===== src/rtl/sd_bringup_pkg.sv =====
package sd_bringup_pkg;

    typedef enum logic [3:0] {
        ST_IDLE,
        ST_PRE,
        ST_RST,
        ST_GAP,
        ST_IFC,
        ST_OCR1,
        ST_APP,
        ST_OPC,
        ST_OCR2,
        ST_BLEN,
        ST_DONE,
        ST_FAIL
    } seq_st_e;

    localparam logic [5:0] CMD_GO_IDLE  = 6'd0;
    localparam logic [5:0] CMD_IF_COND  = 6'd8;
    localparam logic [5:0] CMD_BLOCKLEN = 6'd16;
    localparam logic [5:0] CMD_OP_COND  = 6'd41;
    localparam logic [5:0] CMD_APP      = 6'd55;
    localparam logic [5:0] CMD_READ_OCR = 6'd58;

    localparam logic [31:0] IF_COND_ARG = 32'h0000_01AA;
    localparam logic [31:0] BLOCK_BYTES = 32'd512;
    localparam logic [31:0] HCS_ARG     = 32'h4000_0000;

    localparam logic [2:0] CT_NONE    = 3'd0;
    localparam logic [2:0] CT_V1      = 3'd1;
    localparam logic [2:0] CT_V2SC    = 3'd2;
    localparam logic [2:0] CT_V2HC    = 3'd3;
    localparam logic [2:0] CT_UNKNOWN = 3'd4;

    localparam logic [3:0] ERR_NODEV    = 4'b0001;
    localparam logic [3:0] ERR_UNUSABLE = 4'b0010;
    localparam logic [3:0] ERR_TIMEOUT  = 4'b0100;
    localparam logic [3:0] ERR_CMDFAIL  = 4'b1000;

endpackage


===== src/rtl/sd_r1_classify.sv =====
module sd_r1_classify (
    input  logic [7:0] r1,
    output logic       none,
    output logic       illegal,
    output logic       crc_bad,
    output logic       idle,
    output logic       clean,
    output logic       idle_only
);
    always_comb begin
        none      = r1[7];
        illegal   = r1[2];
        crc_bad   = r1[3];
        idle      = r1[0];
        clean     = (r1 == 8'h00);
        idle_only = (r1 == 8'h01);
    end
endmodule


===== src/rtl/sd_cycle_timer.sv =====
module sd_cycle_timer #(
    parameter int W = 8
) (
    input  logic         clk,
    input  logic         rst_n,
    input  logic         load,
    input  logic [W-1:0] load_val,
    output logic         expired
);
    logic [W-1:0] cnt_d, cnt_q;

    always_comb begin
        if (load)
            cnt_d = load_val;
        else if (cnt_q != '0)
            cnt_d = cnt_q - 1'b1;
        else
            cnt_d = cnt_q;
    end

    always_ff @(posedge clk or negedge rst_n) begin
        if (!rst_n) cnt_q <= '0;
        else        cnt_q <= cnt_d;
    end

    assign expired = (cnt_q == '0);
endmodule


===== src/rtl/sd_bringup_seq.sv =====
module sd_bringup_seq
    import sd_bringup_pkg::*;
#(
    parameter int CMD0_TRIES            = 5,
    parameter int CMD0_GAP_CYCLES       = 125_000,
    parameter int OPCOND_TIMEOUT_CYCLES = 125_000_000,
    parameter int SLOW_CLK_HZ           = 400_000,
    parameter int FAST_REQ_HZ           = 50_000_000,
    parameter int FAST_CAP_HZ           = 25_000_000
) (
    input  logic        clk,
    input  logic        rst_n,
    input  logic        start,
    output logic        req_valid,
    output logic        req_preamble,
    output logic [5:0]  req_cmd,
    output logic [31:0] req_arg,
    input  logic        rsp_valid,
    input  logic [7:0]  rsp_r1,
    input  logic [31:0] rsp_data,
    output logic [2:0]  card_type,
    output logic        init_done,
    output logic [3:0]  err,
    output logic [31:0] sclk_hz
);
    localparam int TRY_W   = $clog2(CMD0_TRIES + 1);
    localparam int GAP_W   = $clog2(CMD0_GAP_CYCLES + 1);
    localparam int TO_W    = $clog2(OPCOND_TIMEOUT_CYCLES + 1);
    localparam int FAST_HZ = (FAST_REQ_HZ > FAST_CAP_HZ) ? FAST_CAP_HZ : FAST_REQ_HZ;

    typedef struct packed {
        seq_st_e          st;
        logic             issued;
        logic [TRY_W-1:0] tries;
        logic             v2;
        logic [2:0]       ctype;
        logic [3:0]       err;
        logic             fast;
    } seq_regs_t;

    function automatic seq_regs_t fail_to(seq_regs_t s, logic [3:0] e, logic [2:0] t);
        seq_regs_t r;
        r        = s;
        r.st     = ST_FAIL;
        r.issued = 1'b0;
        r.err    = e;
        r.ctype  = t;
        return r;
    endfunction

    seq_regs_t d, q;
    logic r1_none, r1_illegal, r1_crc, r1_idle, r1_clean, r1_idle_only;
    logic gap_load, gap_expired, to_load, to_expired;
    logic cmd_state, got;
    logic data_unused;

    assign data_unused = ^{rsp_data[31], rsp_data[29:21], rsp_data[19:12]};

    sd_r1_classify u_r1 (
        .r1        (rsp_r1),
        .none      (r1_none),
        .illegal   (r1_illegal),
        .crc_bad   (r1_crc),
        .idle      (r1_idle),
        .clean     (r1_clean),
        .idle_only (r1_idle_only)
    );

    sd_cycle_timer #(.W(GAP_W)) u_gap (
        .clk      (clk),
        .rst_n    (rst_n),
        .load     (gap_load),
        .load_val (GAP_W'(CMD0_GAP_CYCLES)),
        .expired  (gap_expired)
    );

    sd_cycle_timer #(.W(TO_W)) u_opc_to (
        .clk      (clk),
        .rst_n    (rst_n),
        .load     (to_load),
        .load_val (TO_W'(OPCOND_TIMEOUT_CYCLES)),
        .expired  (to_expired)
    );

    always_comb begin
        d            = q;
        gap_load     = 1'b0;
        to_load      = 1'b0;
        req_valid    = 1'b0;
        req_preamble = 1'b0;
        req_cmd      = CMD_GO_IDLE;
        req_arg      = '0;
        cmd_state    = 1'b1;

        // request fields per state
        case (q.st)
            ST_PRE:  req_preamble = 1'b1;
            ST_RST:  req_cmd = CMD_GO_IDLE;
            ST_IFC:  begin req_cmd = CMD_IF_COND;  req_arg = IF_COND_ARG; end
            ST_OCR1: req_cmd = CMD_READ_OCR;
            ST_APP:  req_cmd = CMD_APP;
            ST_OPC:  begin req_cmd = CMD_OP_COND;  req_arg = q.v2 ? HCS_ARG : '0; end
            ST_OCR2: req_cmd = CMD_READ_OCR;
            ST_BLEN: begin req_cmd = CMD_BLOCKLEN; req_arg = BLOCK_BYTES; end
            default: cmd_state = 1'b0;
        endcase

        if (cmd_state && !q.issued) begin
            req_valid = 1'b1;
            d.issued  = 1'b1;
        end
        got = cmd_state && q.issued && rsp_valid;

        // transitions
        case (q.st)
            ST_IDLE, ST_DONE, ST_FAIL: begin
                if (start) begin
                    d.st     = ST_PRE;
                    d.issued = 1'b0;
                    d.tries  = '0;
                    d.v2     = 1'b0;
                    d.ctype  = CT_NONE;
                    d.err    = '0;
                    d.fast   = 1'b0;
                end
            end
            ST_PRE: if (got) begin d.st = ST_RST; d.issued = 1'b0; end
            ST_RST: if (got) begin
                d.issued = 1'b0;
                if (r1_idle_only)
                    d.st = ST_IFC;
                else if (q.tries == TRY_W'(CMD0_TRIES - 1))
                    d = fail_to(q, ERR_NODEV, CT_NONE);
                else begin
                    d.tries  = q.tries + 1'b1;
                    d.st     = ST_GAP;
                    gap_load = 1'b1;
                end
            end
            ST_GAP: if (gap_expired) d.st = ST_RST;
            default: if (got) begin
                d.issued = 1'b0;
                if (r1_none)
                    d = fail_to(q, ERR_NODEV, CT_NONE);
                else if (r1_crc || (r1_illegal && q.st != ST_IFC))
                    d = fail_to(q, ERR_CMDFAIL, CT_UNKNOWN);
                else begin
                    case (q.st)
                        ST_IFC: begin
                            if (r1_illegal) begin
                                d.v2 = 1'b0;
                                d.st = ST_OCR1;
                            end else if (rsp_data[11:0] != IF_COND_ARG[11:0])
                                d = fail_to(q, ERR_UNUSABLE, CT_UNKNOWN);
                            else begin
                                d.v2    = 1'b1;
                                d.ctype = CT_V2SC;
                                d.st    = ST_OCR1;
                            end
                        end
                        ST_OCR1: begin
                            if (!rsp_data[20])
                                d = fail_to(q, ERR_UNUSABLE, CT_UNKNOWN);
                            else begin
                                d.st    = ST_APP;
                                to_load = 1'b1;
                            end
                        end
                        ST_APP: d.st = ST_OPC;
                        ST_OPC: begin
                            if (r1_idle) begin
                                if (to_expired)
                                    d = fail_to(q, ERR_TIMEOUT, CT_UNKNOWN);
                                else
                                    d.st = ST_APP;
                            end else if (!r1_clean)
                                d = fail_to(q, ERR_CMDFAIL, CT_UNKNOWN);
                            else if (q.v2)
                                d.st = ST_OCR2;
                            else begin
                                d.ctype = CT_V1;
                                d.st    = ST_BLEN;
                            end
                        end
                        ST_OCR2: begin
                            d.ctype = rsp_data[30] ? CT_V2HC : CT_V2SC;
                            d.st    = ST_BLEN;
                        end
                        ST_BLEN: begin
                            if (!r1_clean)
                                d = fail_to(q, ERR_CMDFAIL, CT_UNKNOWN);
                            else begin
                                d.st   = ST_DONE;
                                d.fast = 1'b1;
                            end
                        end
                        default: d.st = ST_IDLE;
                    endcase
                end
            end
        endcase
    end

    always_ff @(posedge clk or negedge rst_n) begin
        if (!rst_n) begin
            q.st     <= ST_IDLE;
            q.issued <= 1'b0;
            q.tries  <= '0;
            q.v2     <= 1'b0;
            q.ctype  <= CT_NONE;
            q.err    <= '0;
            q.fast   <= 1'b0;
        end else begin
            q <= d;
        end
    end

    assign card_type = q.ctype;
    assign err       = q.err;
    assign init_done = (q.st == ST_DONE);
    assign sclk_hz   = q.fast ? 32'(FAST_HZ) : 32'(SLOW_CLK_HZ);
endmodule


===== config.mk =====
export PLATFORM = sky130hd
export DESIGN_NAME = sd_bringup_seq
export DESIGN_NICKNAME = d
export VERILOG_FILES = /design/src/rtl/sd_bringup_pkg.sv /design/src/rtl/sd_r1_classify.sv /design/src/rtl/sd_cycle_timer.sv /design/src/rtl/sd_bringup_seq.sv
export SDC_FILE = /design/constraint.sdc
export NUM_CORES = 1
export LEC_CHECK = 0
export CAP_MARGIN = 40
export CELL_PAD_IN_SITES_DETAIL_PLACEMENT = 1
export CELL_PAD_IN_SITES_GLOBAL_PLACEMENT = 2
export CORE_ASPECT_RATIO = 0.9
export CORE_MARGIN = 4
export CORE_UTILIZATION = 25
export CTS_CLUSTER_DIAMETER = 120
export CTS_CLUSTER_SIZE = 28
export DETAILED_ROUTE_END_ITERATION = 8
export DONT_BUFFER_PORTS = 1
export PLACE_DENSITY = 0.69
export SLEW_MARGIN = 20
export SYNTH_ARGS = -nofsm -noshare
export SYNTH_HDL_FRONTEND = slang
export SYNTH_SLANG_ARGS = --single-unit

===== constraint.sdc =====
create_clock -name clk -period 4.35 [get_ports clk]
set_input_delay 0.2175 -clock clk [delete_from_list [all_inputs] [get_ports clk]]
set_output_delay 0.2175 -clock clk [all_outputs]
set_load 0.005 [all_outputs]

# Word level (Yosys, flattened, before mapping)
# Index checks and enable logic that the tools add are counted.
totals:
  ff_bits: 61
  latchBits: 0
  mem_bits_rw: 0
  romBits: 0
  out_inout_bits: 80
  wordCells: 144
  mem_count: 0
classes:
  add_sub_neg: 3
  mul: 0
  div: 0
  n_lt_le_gt_ge: 0
  n_eq_ne: 36
  shift: 0
  n_mux: 61
  bitwise_logic: 2
  n_reduce_logical: 33
ops:
  columns: ["cell", "count"]
  rows:
  - ["$mux 17", 8]
  - ["$pmux 31 s3", 1]
  - ["$mux 27", 2]
  - ["$pmux 5 s4", 2]
  - ["$mux 4", 9]
  - ["$pmux 12 s3", 1]
  - ["$mux 8", 4]
  - ["$mux 31", 1]
  - ["$pmux 6 s5", 1]
  - ["$logic_not 27->1", 1]
  - ["$reduce_bool 27->1", 1]
  - ["$sub 27x1->27 const B", 1]
  - ["$mux 25", 1]
  - ["$ne 6x6->1 const B", 4]
  - ["$pmux 4 s6", 1]
  - ["$ne 2x2->1 const B", 11]
  - ["$reduce_and 11->1", 2]
  - ["$mux 1", 19]
  - ["$logic_not 17->1", 1]
  - ["$reduce_bool 17->1", 1]
  - ["$sub 17x1->17 const B", 1]
  - ["$eq 4x3->1 const B", 4]
  - ["$eq 4x4->1 const B", 4]
  - ["$pmux 4 s4", 1]
  - ["35 further kinds", 53]

# Longest topological paths before layout
depth:
  depth_word: 8
  mapped_depth: 9
  ltp_nobuf: 8

# Hierarchy
# Synthesis repeated with hierarchy kept, for this count alone.
hier_totals:
  hier_cells: 575
  area_unflattened_um2: 4898.4
modules_own_cells:
  columns: ["module", "n_inst", "cells_each", "area_each_um2", "seq_area_each_um2"]
  rows:
  - ["sd_bringup_seq", 1, 287, 2158.3, 425.4]
  - ["sd_cycle_timer (u_opc_to)", 1, 170, 1635.3, 675.6]
  - ["sd_cycle_timer (u_gap)", 1, 109, 1033.5, 425.4]
  - ["sd_r1_classify", 1, 9, 71.3, 0.0]

# Worst setup path after synthesis
# Ideal clock, no wire load.
synth_timing:
  path_kind: "register to register"
  startpoint: "register u_gap.cnt_q[9]"
  endpoint: "register q[15] (netlist name)"
  t_arrival_ns: 2.222
  setup_slack_ns: 2.003
  path_stages_with_launch: 6
  period_less_slack_ns: 2.347
  path_cell_list: "dfrtp_1 or4_1 or4_1 or2_2 a31oi_1 mux2_2"
synth_between:
  elab_chain_cells: 3
synth_lines:
  columns: ["element", "line_no", "text"]
  rows:
  - ["start, declared", "sd_cycle_timer.sv:10", "logic [W-1:0] cnt_d, cnt_q;"]
  - ["start signal, assigned", "sd_cycle_timer.sv:23", "else cnt_q <= cnt_d;"]
  - ["$logic_not 17->1", "sd_cycle_timer.sv:26", "assign expired = (cnt_q == '0);"]
  - ["$ne 2x2->1 (no source line)", null, null]
  - ["$reduce_and 5->1 (no source line)", null, null]
  - ["end, declared", "sd_bringup_seq.sv:51", "seq_regs_t d, q;"]
# Every way passes these cells.
# A chain may end at the register's enable or synchronous reset.

# Worst setup path in the final report
layout_timing:
  startpoint: "register q[15] (netlist name)"
  endpoint: "register u_opc_to.cnt_q[21]"
layout_between:
  elab_chain_cells: 8
layout_lines:
  columns: ["element", "line_no", "text"]
  rows:
  - ["$eq 4x2->1, or another cell as far along", "sd_bringup_seq.sv:96, sd_bringup_seq.sv:115", null]
  - ["$reduce_or 8->1 (no source line) / $logic_and 1x1->1 (equally long branches)", null, null]
  - ["$mux 1 / $logic_or 1x1->1 (equally long branches)", "sd_bringup_seq.sv:96, sd_bringup_seq.sv:145", null]
  - ["$logic_and 1x1->1 / $mux 1 (equally long branches)", "sd_bringup_seq.sv:112, sd_bringup_seq.sv:145", null]
  - ["$logic_and 1x1->1 / $mux 1 (equally long branches)", "sd_bringup_seq.sv:112, sd_bringup_seq.sv:143", null]
  - ["$mux 1", "sd_bringup_seq.sv:141", "default: if (got) begin"]
  - ["$mux 1 (*)", "sd_bringup_seq.sv:115", "case (q.st)"]
  - ["$mux 27 / $reduce_bool 2->1 (equally long branches)", null, null]
  - ["end signal, assigned", "sd_cycle_timer.sv:23", null]
  - ["end, declared", "sd_cycle_timer.sv:10", null]
# Mark *: on every way between the ends. The rest lies on a longest branch, timed or not.

==> impl_metrics.py <==
metrics = {
    "clocking": {
        "cts_inserted_buffers": 9,
        "clk_pin_slew_ns": 0.05,
        "cts_setup_buffers": 0,
        "clockBufferDepth": 2,
        "root_buffer": "clkbuf_16",
        "clock_latency_ns": 0.34,
        "cts_resized": 0,
        "cts_max_level": 3,
        "cts_tree": "done",
        "clock_sinks": 61,
    },
    "global_routing": {
        "grt_max_degree": 62,
        "grt_use_total_pct": 12.1,
        "grt_pass1_wl_um": 19000,
        "antenna_found_initial": 0,
        "grt_pass1_vias": 3595,
        "grt-ovfl-total": 0,
    },
    "route": {
        "drcViolationCount": 0,
        "drtAntennaViolNets": 0,
        "wl_per_cell_um": 16.8,
        "dr.first_iter.drc_count": 159,
        "dr_total_vias": 3400,
        "wirelength_um": 11600,
        "firstDrtPassIters": 4,
        "via_per_inst": 4.93,
    },
    "timing": {
        "finalHoldViolCount": 0,
        "rsz0062_at_grt": "false",
        "slew_headroom_pct": 53.3,
        "drv_slew": 0,
        "tightestPinTransition_ns": 0.698,
        "finalCriticalPeriod_ns": 3.14,
        "fin_worst_skew_ns": 0.00801,
        "setup_viol": 0,
        "post-route-period-util_pct": 72.1,
        "fmax_mhz": 319,
        "tns_ns": 0,
    },
    "run": {
        "cap_violations": 0,
    },
    "worst_setup_path": {
        "cp.arrival_ns": 3.34,
        "endpoint_kind": "flip-flop",
        "r2r-end": "u_opc_to.cnt_q[21]",
        "r2r_start": "q[15]",
        "rr_worst_depth": 6,
        "cp-start-kind": "flip-flop",
        "worstSetupPathType": "reg2reg",
        "r2r_setup_slack_ns": 1.21,
        "crit_fanout": 19,
        "required_ns": 4.55,
    },
    "finish": {
        "fin_area_mm2": 0.00452,
        "multi_input_area_mm2": 0.00232,
        "regArea_mm2": 0.00153,
        "syn2layout_area_growth_pct": 4.84,
        "nFillCells": 1982,
        "diodes": 0,
        "drive_above_1_share_pct": 8.16,
        "final_nets": 522,
    },
    "floorplan": {
        "fp.dieW_um": 146,
        "die_y_um": 133,
        "die_area_mm2": 0.0194,
        "core_area_mm2": 0.0169,
        "rows": 45,
        "ios": 124,
        "start_util_pct": 25.5,
    },
    "logic_synthesis": {
        "ys_seq_area_share_pct": 35.4,
        "syn_area_mm2": 0.00431,
        "synthDistinctLibCells": 63,
        "synth_top_area_share_pct": 35.4,
        "ys.flop_type": "dfrtp_1",
        "syn_area_per_cell_um2": 8.68,
        "synth_edf_count": 0,
        "yosysWarnings": 0,
        "yosysTopAreaCell": "dfrtp_1",
        "synth-seq-cells": 61,
        "syn_inst": 497,
        "synthTopCellsByArea": "dfrtp_1 (35%), buf_4 (12%), xnor2_1 (4.7%)",
        "ys_async_sr_fraction_pct": 100,
    },
    "power": {
        "pwr-share-clk_pct": 34.7,
        "p_int_mw": 1.29,
        "switching_share_pct": 33.6,
        "p_leak_nw": 1.70,
        "max-vdd-ir-drop_mv": 0.156,
        "p_per_area_mw_per_mm2": 430,
        "share_comb_of_total_power_pct": 28.0,
        "seq_power_share_pct": 37.3,
        "power.switching_mw": 0.652,
    },
    "min_path": {
        "worstHoldEndpoint": "q[13]",
        "worst_hold_path.num_cells": 2,
        "holdCritStartpoint": "start",
        "hold_class": "in2reg",
    },
    "placement": {
        "hpwl_um": 8420,
        "place_area_mm2": 0.00421,
        "port_buffers": 0,
        "gp_congestion": 0.796,
    },
    "run_status": {
        "status": "finished clean",
    },
}
-- registers in the layout (all words and copies together) (netlist names) --
signal and flops:
u_opc_to.cnt_q 27, err 4, card_type 3, q 10
u_gap.cnt_q 17
-- placed cells by master, fill, tap and decap left out, drive strengths merged, types with 10 or more instances in the layout --
cell	netlist	layout
nor2	47	47
a21oi	23	23
nor4	16	16
nand3	16	16
xnor2	23	23
dfrtp	61	61
or4	10	10
clkbuf	13	14
nand2	36	36
o21ai	25	25
conb	2	45
inv	11	11
nor3	14	14
nand2b	14	14
-- area by class of cell --
class / count / area share [%]
clock buffers: 14 / 6.06
well taps: 211 / 5.84
multi-input cells: 382 / 51.4
inverters: 11 / 0.913
repair buffers: 9 / 1.94
clock inverters: 1 / 0.111
flip-flops and latches: 61 / 33.8
-- repair_timing --
item / CTS / global route
endpoints found under the hold margin: 61 / 0
endpoints found under the setup margin: 0 / 0
hold buffers: 2 / 0
-- stage by stage --
step / worst slack (ns) / std cells / util (%) / hold slack, ns / power, mW
floorplan: 2.00 / 540 / - / -0.0781 / 1.16
global placement: 1.32 / 671 / 24.9 / -0.0765 / 1.25
detailed placement: 1.23 / 672 / 24.9 / -0.0764 / 1.27
CTS: 1.21 / 689 / 26.8 / 0.0110 / 1.99
global route: 1.02 / 689 / 26.8 / 0.0265 / 2.09
finish: 1.21 / 689 / 26.8 / 0.0334 / 1.94
-- worst max-delay path, cell delays in order, from the launching register on --
cell	delay, ns
dfrtp_1	0.73
or4b_1	0.66
a211oi_4	0.52
nand4_4	0.37
a21o_1	0.28
o41ai_1	0.29
o211ai_1	0.14
-- how the worst max path moves through the flow --
stage,startpoint,to,slack (ns),cells after the start
after detailed placement,q[15],u_opc_to.cnt_q[21],1.23,6
after global placement,q[15],u_opc_to.cnt_q[25],1.32,6
after CTS,q[15],u_opc_to.cnt_q[21],1.21,6
after global routing,q[15],u_opc_to.cnt_q[21],1.02,6
final,q[15],u_opc_to.cnt_q[21],1.21,6
after floorplan,u_gap.cnt_q[9],q[15],2.00,5
-- cell families after synthesis --
kind of cell	Yosys count	synth area share [%]
AOI/OAI and AO/OA	95	15.5
other	2	0.174
xor gates and xnor gates	28	5.69
buffers and inverters	97	14.5
and+or+nand+nor	199	24.8
muxes	11	2.78
adders and majority gates	4	1.16
DFF	61	35.4
-- cells in the mapped netlist (5+ instances only) --
| master | count |
|---|---|
| buf_4 | 68 |
| or4_1 | 10 |
| nor2b_1 | 7 |
| nand3_1 | 16 |
| mux2_2 | 5 |
| and3_1 | 6 |
| xor2_1 | 5 |
| or3_1 | 9 |
| a211oi_1 | 5 |
| nand2b_1 | 14 |
| nor2_1 | 47 |
| clkbuf_1 | 13 |
| o21ai_0 | 25 |
| inv_1 | 11 |
| and2_1 | 6 |
| a221oi_1 | 5 |
| dfrtp_1 | 61 |
| a21oi_1 | 23 |
| nor4_1 | 15 |
| nand2_1 | 36 |
| xnor2_1 | 23 |
| nor3_1 | 14 |
-- power groups by stage --
stage                     Sequential (mW)  Clock [mW]  Combinational [mW]
after floorplan                     0.714           0               0.442
after global placement              0.727           0               0.518
after detailed placement            0.735           0               0.536
after CTS                           0.725       0.705               0.555
after global routing                0.739       0.729               0.623
final                               0.725       0.674               0.545
-- per-layer routing --
metal	routed length (µm)	vias to the layer above	track usage (%)
li1	-	1611	-
met5	0	-	0
met1	5320	1704	15.7
met2	5580	76	19.5
met3	578	9	3.97
met4	90	0	2.82
(Power assumes the default switching activity.)
